[src/rtl/ccd_tg_pkg.sv]
package ccd_tg_pkg;

    // Frame layout, in slots
    localparam int N_BLANK = 8;
    localparam int N_BLACK = 52;
    localparam int N_INV   = 3;
    localparam int N_VALID = 2592;

    localparam int OFS_BLACK = N_BLANK;
    localparam int OFS_INV0  = OFS_BLACK + N_BLACK;
    localparam int OFS_VALID = OFS_INV0 + N_INV;
    localparam int OFS_INV1  = OFS_VALID + N_VALID;
    localparam int SLOTS     = OFS_INV1 + N_INV;
    localparam int SLOT_W    = $clog2(SLOTS);

    // Shortest line, in transfer periods
    localparam int MIN_PER = 1331;
    // Shortest slot, in system clocks
    localparam int MIN_T   = 4;

    typedef enum logic [1:0] {
        SEG_BLANK   = 2'd0,
        SEG_BLACK   = 2'd1,
        SEG_INVALID = 2'd2,
        SEG_VALID   = 2'd3
    } seg_e;

    typedef enum logic [1:0] {
        ST_IDLE = 2'd0,
        ST_WIN  = 2'd1,
        ST_READ = 2'd2
    } st_e;

    localparam int NREG = 5;
    localparam int REG_LO [NREG] = '{0, OFS_BLACK, OFS_INV0, OFS_VALID, OFS_INV1};
    localparam int REG_HI [NREG] = '{OFS_BLACK - 1, OFS_INV0 - 1, OFS_VALID - 1,
                                     OFS_INV1 - 1, SLOTS - 1};
    localparam seg_e REG_CODE [NREG] = '{SEG_BLANK, SEG_BLACK, SEG_INVALID,
                                         SEG_VALID, SEG_INVALID};

endpackage

[src/rtl/ccd_cfg_clamp.sv]
module ccd_cfg_clamp
    import ccd_tg_pkg::*;
#(
    parameter int DIV_W = 8,
    parameter int INT_W = 16
) (
    input  logic [DIV_W-1:0] pix_div,
    input  logic [DIV_W-1:0] rst_width,
    input  logic [DIV_W-1:0] smp_ofs,
    input  logic [INT_W-1:0] int_len,
    output logic [DIV_W-1:0] t_eff,
    output logic [DIV_W-1:0] rw_eff,
    output logic [DIV_W-1:0] sp_eff,
    output logic [INT_W-1:0] n_eff
);

    logic [DIV_W-1:0] rw_raw;
    logic [DIV_W:0]   rw_dbl;
    logic [DIV_W:0]   sp_sum;

    always_comb begin
        // slot length floor
        t_eff  = (pix_div < DIV_W'(MIN_T)) ? DIV_W'(MIN_T) : pix_div;

        // reset-gate width, nonzero and under half a slot
        rw_raw = (rst_width == '0) ? DIV_W'(1) : rst_width;
        rw_dbl = {rw_raw, 1'b0};
        rw_eff = (rw_dbl >= {1'b0, t_eff}) ? ((t_eff - DIV_W'(1)) >> 1) : rw_raw;

        // strobe position kept inside the slot
        sp_sum = {1'b0, rw_eff} + {1'b0, smp_ofs};
        sp_eff = (sp_sum >= {1'b0, t_eff}) ? (t_eff - DIV_W'(1)) : sp_sum[DIV_W-1:0];

        // line length floor
        n_eff  = (int_len <= INT_W'(MIN_PER - 1)) ? INT_W'(MIN_PER) : int_len;
    end

endmodule

[src/rtl/ccd_seg_decode.sv]
module ccd_seg_decode
    import ccd_tg_pkg::*;
(
    input  logic [SLOT_W-1:0] idx,
    output seg_e              seg
);

    logic [NREG-1:0] hit;

    for (genvar g = 0; g < NREG; g++) begin : g_region
        assign hit[g] = (int'(idx) >= REG_LO[g]) && (int'(idx) <= REG_HI[g]);
    end

    // region lookup
    always_comb begin
        seg = SEG_BLANK;
        for (int i = 0; i < NREG; i++) begin
            if (hit[i]) seg = REG_CODE[i];
        end
    end

endmodule

[src/rtl/ccd_line_timer.sv]
module ccd_line_timer
    import ccd_tg_pkg::*;
#(
    parameter int DIV_W    = 8,
    parameter int INT_W    = 16,
    parameter int SG_SETUP = 3,
    parameter int SG_WIDTH = 50,
    parameter int SG_HOLD  = 3
) (
    input  logic             clk,
    input  logic             rst,
    input  logic             enable,
    input  logic [DIV_W-1:0] pix_div,
    input  logic [DIV_W-1:0] rst_width,
    input  logic [DIV_W-1:0] smp_ofs,
    input  logic [INT_W-1:0] int_len,
    output logic             ph1,
    output logic             ph2,
    output logic             rg_pulse,
    output logic             xfer_gate,
    output logic             smp_stb,
    output logic [11:0]      pix_idx,
    output logic [1:0]       seg_code,
    output logic             line_start,
    output logic             frame_done
);

    localparam int SG_LEN  = SG_SETUP + SG_WIDTH + SG_HOLD;
    localparam int WIN_W   = $clog2(SG_LEN + 1);
    localparam int CNT_W   = (DIV_W > WIN_W) ? DIV_W : WIN_W;
    localparam int SLOTC_W = INT_W + 1;

    typedef struct packed {
        st_e              st;
        logic [CNT_W-1:0] cnt;
        logic [SLOTC_W-1:0] slot;
        logic [DIV_W-1:0] t;
        logic [DIV_W-1:0] rw;
        logic [DIV_W-1:0] sp;
        logic [INT_W-1:0] n;
    } ctl_t;

    typedef struct packed {
        logic        ph1;
        logic        ph2;
        logic        rg;
        logic        sg;
        logic        stb;
        logic [11:0] idx;
        seg_e        seg;
        logic        ls;
        logic        fd;
    } out_t;

    ctl_t ctl_d, ctl_q;
    out_t out_d, out_q;

    logic [DIV_W-1:0] t_c, rw_c, sp_c;
    logic [INT_W-1:0] n_c;
    logic [SLOT_W-1:0] idx_d;
    seg_e seg_d;

    ccd_cfg_clamp #(.DIV_W(DIV_W), .INT_W(INT_W)) u_clamp (
        .pix_div   (pix_div),
        .rst_width (rst_width),
        .smp_ofs   (smp_ofs),
        .int_len   (int_len),
        .t_eff     (t_c),
        .rw_eff    (rw_c),
        .sp_eff    (sp_c),
        .n_eff     (n_c)
    );

    // Sequencing: next control state
    always_comb begin
        ctl_d = ctl_q;
        unique case (ctl_q.st)
            ST_IDLE: begin
                if (enable) begin
                    ctl_d.st  = ST_WIN;
                    ctl_d.cnt = '0;
                    ctl_d.t   = t_c;
                    ctl_d.rw  = rw_c;
                    ctl_d.sp  = sp_c;
                    ctl_d.n   = n_c;
                end
            end
            ST_WIN: begin
                if (ctl_q.cnt == CNT_W'(SG_LEN - 1)) begin
                    ctl_d.st   = ST_READ;
                    ctl_d.cnt  = '0;
                    ctl_d.slot = '0;
                end else begin
                    ctl_d.cnt = ctl_q.cnt + CNT_W'(1);
                end
            end
            ST_READ: begin
                if (ctl_q.cnt == CNT_W'(ctl_q.t) - CNT_W'(1)) begin
                    ctl_d.cnt = '0;
                    if (ctl_q.slot == SLOTC_W'({ctl_q.n, 1'b0}) - SLOTC_W'(1)) begin
                        ctl_d.slot = '0;
                        // chain into the next line or fall back to idle
                        if (enable) begin
                            ctl_d.st = ST_WIN;
                            ctl_d.t  = t_c;
                            ctl_d.rw = rw_c;
                            ctl_d.sp = sp_c;
                            ctl_d.n  = n_c;
                        end else begin
                            ctl_d.st = ST_IDLE;
                        end
                    end else begin
                        ctl_d.slot = ctl_q.slot + SLOTC_W'(1);
                    end
                end else begin
                    ctl_d.cnt = ctl_q.cnt + CNT_W'(1);
                end
            end
            default: ctl_d.st = ST_IDLE;
        endcase
    end

    // Slot index shown for the next cycle
    assign idx_d = (ctl_d.st != ST_READ)          ? '0 :
                   (ctl_d.slot < SLOTC_W'(SLOTS)) ? ctl_d.slot[SLOT_W-1:0] :
                                                    SLOT_W'(SLOTS - 1);

    ccd_seg_decode u_seg (
        .idx (idx_d),
        .seg (seg_d)
    );

    // Output decode from the next control state
    always_comb begin
        logic in_rd, in_win;
        in_rd  = (ctl_d.st == ST_READ);
        in_win = (ctl_d.st == ST_WIN);

        out_d.ph2 = in_rd && ctl_d.slot[0];
        out_d.ph1 = !out_d.ph2;
        out_d.rg  = in_rd && (ctl_d.cnt < CNT_W'(ctl_d.rw));
        out_d.sg  = in_win && (ctl_d.cnt >= CNT_W'(SG_SETUP))
                           && (ctl_d.cnt <  CNT_W'(SG_SETUP + SG_WIDTH));
        out_d.ls  = in_win && (ctl_d.cnt == CNT_W'(SG_SETUP));
        out_d.stb = in_rd && (ctl_d.slot < SLOTC_W'(SLOTS))
                          && (ctl_d.cnt == CNT_W'(ctl_d.sp));
        out_d.fd  = in_rd && (ctl_d.slot == SLOTC_W'(SLOTS)) && (ctl_d.cnt == '0);
        out_d.idx = 12'(idx_d);
        out_d.seg = seg_d;
    end

    always_ff @(posedge clk) begin
        if (rst) begin
            ctl_q <= '{st: ST_IDLE, cnt: '0, slot: '0, t: DIV_W'(MIN_T),
                       rw: DIV_W'(1), sp: DIV_W'(1), n: INT_W'(MIN_PER)};
            out_q <= '{ph1: 1'b1, ph2: 1'b0, rg: 1'b0, sg: 1'b0, stb: 1'b0,
                       idx: '0, seg: SEG_BLANK, ls: 1'b0, fd: 1'b0};
        end else begin
            ctl_q <= ctl_d;
            out_q <= out_d;
        end
    end

    assign ph1        = out_q.ph1;
    assign ph2        = out_q.ph2;
    assign rg_pulse   = out_q.rg;
    assign xfer_gate  = out_q.sg;
    assign smp_stb    = out_q.stb;
    assign pix_idx    = out_q.idx;
    assign seg_code   = out_q.seg;
    assign line_start = out_q.ls;
    assign frame_done = out_q.fd;

endmodule

[config.mk]
export PLATFORM = sky130hd
export DESIGN_NAME = ccd_line_timer
export DESIGN_NICKNAME = d
export VERILOG_FILES = /design/src/rtl/ccd_tg_pkg.sv /design/src/rtl/ccd_cfg_clamp.sv /design/src/rtl/ccd_seg_decode.sv /design/src/rtl/ccd_line_timer.sv
export SDC_FILE = /design/constraint.sdc
export NUM_CORES = 1
export LEC_CHECK = 0
export CAP_MARGIN = 20
export CORE_MARGIN = 3
export CORE_UTILIZATION = 53
export CTS_BUF_LIST = sky130_fd_sc_hd__clkbuf_8 sky130_fd_sc_hd__clkbuf_16
export DETAILED_ROUTE_END_ITERATION = 6
export PLACE_DENSITY = 0.78
export SETUP_SLACK_MARGIN = 0.02
export SYNTH_ARGS = -nofsm -noshare
export SYNTH_HDL_FRONTEND = slang
export SYNTH_SLANG_ARGS = --single-unit
export TNS_END_PERCENT = 100
[constraint.sdc]
create_clock -name clk -period 9.4 [get_ports clk]
set_clock_uncertainty 0.2 [all_clocks]
set_input_delay 1.88 -clock clk [delete_from_list [all_inputs] [get_ports clk]]
set_output_delay 1.88 -clock clk [all_outputs]
set_load 0.005 [all_outputs]
==> impl_metrics.json <==
{
  "combPwrFrac_pct": 24.9,
  "netlist_area_sq_um": 6630,
  "path_class": "in -> reg",
  "clk_pin_slew_worst_paths_ps": 70,
  "layout_commonest_cell": "dfxtp_1",
  "grt.overflow.total": 0,
  "outcome": "finished clean",
  "worst_pin_slew_ps": 1110,
  "drt-pass1-iter-count": 5,
  "path_common_cell": "a21o_1",
  "postRouteAntennaNets": 0,
  "area_growth_pct": 15.0,
  "power_density_nw_per_um2": 133,
  "clkPwrFrac_pct": 35.3,
  "fmax_ghz": 0.113,
  "max_slew_margin_pct": 24.1,
  "cts-resized-gates": 0,
  "wirelength_um": 18000,
  "p_sw_mw": 0.309,
  "final-max-slew-violation-count": 0,
  "core_sq_um": 12100,
  "drt_iter0_markers": 559,
  "cts_buffers": 9,
  "ir_drop_v": 0.000149,
  "cts_tree": "done",
  "syn_nets": 930,
  "cts_hold_buf": 0,
  "synth_cell_type_count": 84,
  "hold_class": "reg -> reg",
  "grt_pass1_vias": 6000,
  "ys_seq_area_share_pct": 26.6,
  "power.leakage_nw": 2.90,
  "critical_path_arrival_ps": 8890,
  "post_cts_buffers": 0,
  "cts_htree_levels": 3,
  "layout_common_cells": "88 x dfxtp_1, 86 x nand2_1, 77 x nor2_1",
  "fp.dieH_um": 118,
  "finalHoldViolCount": 0,
  "cts_buffer_depth": 2,
  "ys.flop_type": "dfxtp_1",
  "syn_inst": 847,
  "remaining_drc_errors": 0,
  "routed_via_density": 6.16,
  "cts-root-buf": "clkbuf_16",
  "final_layout_size_suffix_gt1_share_pct": 6.55,
  "dp_cells": 1037,
  "fin_crit_sh_pct": 93.8,
  "finalSetupTns_ps": 0,
  "syn_avg_cell_area_sq_um": 7.82,
  "vias": 6494,
  "setup_viol": 0,
  "design_area_sq_um": 7620,
  "critPathLaunchType": "input port",
  "intPower_mw": 0.707,
  "max_stage_delay_ps": 470,
  "pre_cts_slack_ps": 335,
  "grt_util_all_layers_pct": 26.1,
  "clock-sinks": 88,
  "dp_hpwl_um": 13300,
  "rows": 40,
  "ys_seq_elements": 88,
  "ys_warn_count": 0,
  "grt_start_max_net_pins": 68,
  "fin_cells": 1054,
  "seqPwrFrac_pct": 39.9,
  "numPortBuffers": 63,
  "place_area_sq_um": 7310,
  "die_x_um": 118,
  "drt-wirelength-per-cell_um": 17.1,
  "antenna_found_initial": 0,
  "drv_cap": 0,
  "die-area_sq_um": 13900,
  "setup_slack_ps": 578,
  "cp_max_fo": 8,
  "cp_slowest_cell": "clkdlybuf4s50_1",
  "clk-insertion-delay-late_ps": 350,
  "globalplace.congestion": 0.945,
  "cp.required_ps": 9470,
  "critPathCaptureType": "flip-flop",
  "initial_core_util_pct": 54.7,
  "grt_pass1_wl_um": 29900,
  "diodes": 0,
  "rsz0062_at_grt": "false",
  "synth_edf_count": 0,
  "p_sw_share_pct": 30.4,
  "final.min_clock_period_ps": 8820,
  "io_pins": 64,
  "async_flop_share_pct": 0,
  "fin_nets": 964
}
-- Yosys cell counts (4+ instances only) --
| library cell | number | area, sq um |
|---|---|---|
| mux2i_1 | 14 | 140 |
| buf_2 | 5 | 25.0 |
| ha_1 | 39 | 488 |
| a211o_1 | 7 | 61.3 |
| or3_1 | 6 | 37.5 |
| inv_1 | 41 | 154 |
| a22oi_1 | 6 | 45.0 |
| nand2b_1 | 8 | 50.1 |
| a211oi_1 | 8 | 60.1 |
| nand2_1 | 86 | 323 |
| and4b_1 | 4 | 40.0 |
| clkbuf_1 | 39 | 146 |
| nor2_1 | 77 | 289 |
| dfxtp_1 | 88 | 1760 |
| or2_2 | 4 | 25.0 |
| o211ai_1 | 4 | 30.0 |
| o21ai_1 | 6 | 30.0 |
| nor3b_1 | 9 | 67.6 |
| a2111oi_0 | 4 | 35.0 |
| a31oi_1 | 7 | 43.8 |
| o2bb2ai_1 | 5 | 43.8 |
| nor4_1 | 13 | 81.3 |
| or4_1 | 6 | 45.0 |
| xnor2_1 | 29 | 254 |
| o31a_1 | 4 | 35.0 |
| o21bai_1 | 7 | 52.6 |
| o21ai_0 | 24 | 120 |
| nor4b_1 | 5 | 43.8 |
| a21o_1 | 14 | 105 |
| a21oi_1 | 61 | 305 |
| nand3_1 | 35 | 175 |
| o2111ai_1 | 4 | 35.0 |
| o21a_1 | 5 | 37.5 |
| and2_1 | 12 | 75.1 |
| nand4_1 | 17 | 106 |
| and3_1 | 7 | 43.8 |
| nor3_1 | 25 | 125 |
| xor2_1 | 17 | 149 |
| a222oi_1 | 7 | 70.1 |
| mux2_2 | 4 | 45.0 |
| nor2b_1 | 13 | 81.3 |
-- stage by stage --
stage	hold WS (ps)	util [%]	power, mW
floorplan	224	-	0.592
global placement	271	60.4	0.657
detailed placement	266	60.4	0.660
CTS	275	62.8	1.02
global route	302	62.9	1.07
finish	275	62.9	1.02
-- sequential cells by signal, indices dropped and copies added, names as in the netlist --
signal,count
ctl_q,67
pix_idx,12
seg_code,2
frame_done,1
line_start,1
ph1,1
ph2,1
rg_pulse,1
smp_stb,1
xfer_gate,1
-- layer usage --
layer | up-vias | wire length [um] | share of wire, % | GRT usage, %
li1 | 3167 | - | - | -
met1 | 3065 | 7990 | 44 | 34.0
met2 | 235 | 8670 | 48 | 43.9
met3 | 27 | 1080 | 6.0 | 5.38
met4 | 0 | 311 | 1.7 | 7.11
met5 | - | 0 | 0 | 0
-- layout make-up --
class | instances | area [sq um]
clock buffer | 9 | 225
clock inverter | 7 | 72.6
fill | 1134 | 4490
inverter | 41 | 154
multi-input combinational | 669 | 4500
sequential | 88 | 1760
tap | 168 | 210
timing repair buffer | 72 | 697
-- cells by family (layout without fill, tap and decap cells) --
group           count (synthesis)  in the layout  share of synthesized area [%]
compound gates                215            215                           23.4
xor+xnor                       46             46                           6.08
fa+ha+maj                      40             40                           7.67
buf+inv                        90            129                           5.53
flops                          88             88                           26.6
mux                            18             18                           2.79
other cells                     1              1                         0.0566
simple gates                  349            349                           27.9
-- power by group through the flow --
| stage | Combinational (mW) | Sequential [mW] | Clock (mW) |
|---|---|---|---|
| floorplan | 0.186 | 0.406 | 0 |
| global placement | 0.244 | 0.413 | 0 |
| detailed placement | 0.247 | 0.413 | 0 |
| CTS | 0.250 | 0.405 | 0.365 |
| global route | 0.280 | 0.407 | 0.381 |
| finish | 0.253 | 0.405 | 0.358 |
-- final timing paths --
kind / from / end / slack (ps) / depth (start not counted)
hold reg to reg: ctl_q[39]$_SDFFE_PP0P_ / ctl_q[39]$_SDFFE_PP0P_ / 280 / 2
setup reg to reg: ctl_q[0]$_SDFFE_PP1P_ / rg_pulse$_SDFF_PP0_ / 4590 / 17
hold / removal: ctl_q[39]$_SDFFE_PP0P_ / ctl_q[39]$_SDFFE_PP0P_ / 280 / 2
setup / recovery: pix_div[5] / smp_stb$_SDFF_PP0_ / 580 / 31
-- critical path, delay by kind of cell --
family	cells	cell delay, ps
AO/OA/AOI/OAI	16	3330
adder cells (fa/ha/maj)	4	1230
AND/OR/NAND/NOR	4	840
buffers and inverters	3	760
multiplexers	2	490
XOR/XNOR	2	380
Power figures use the tool's default switching activity.
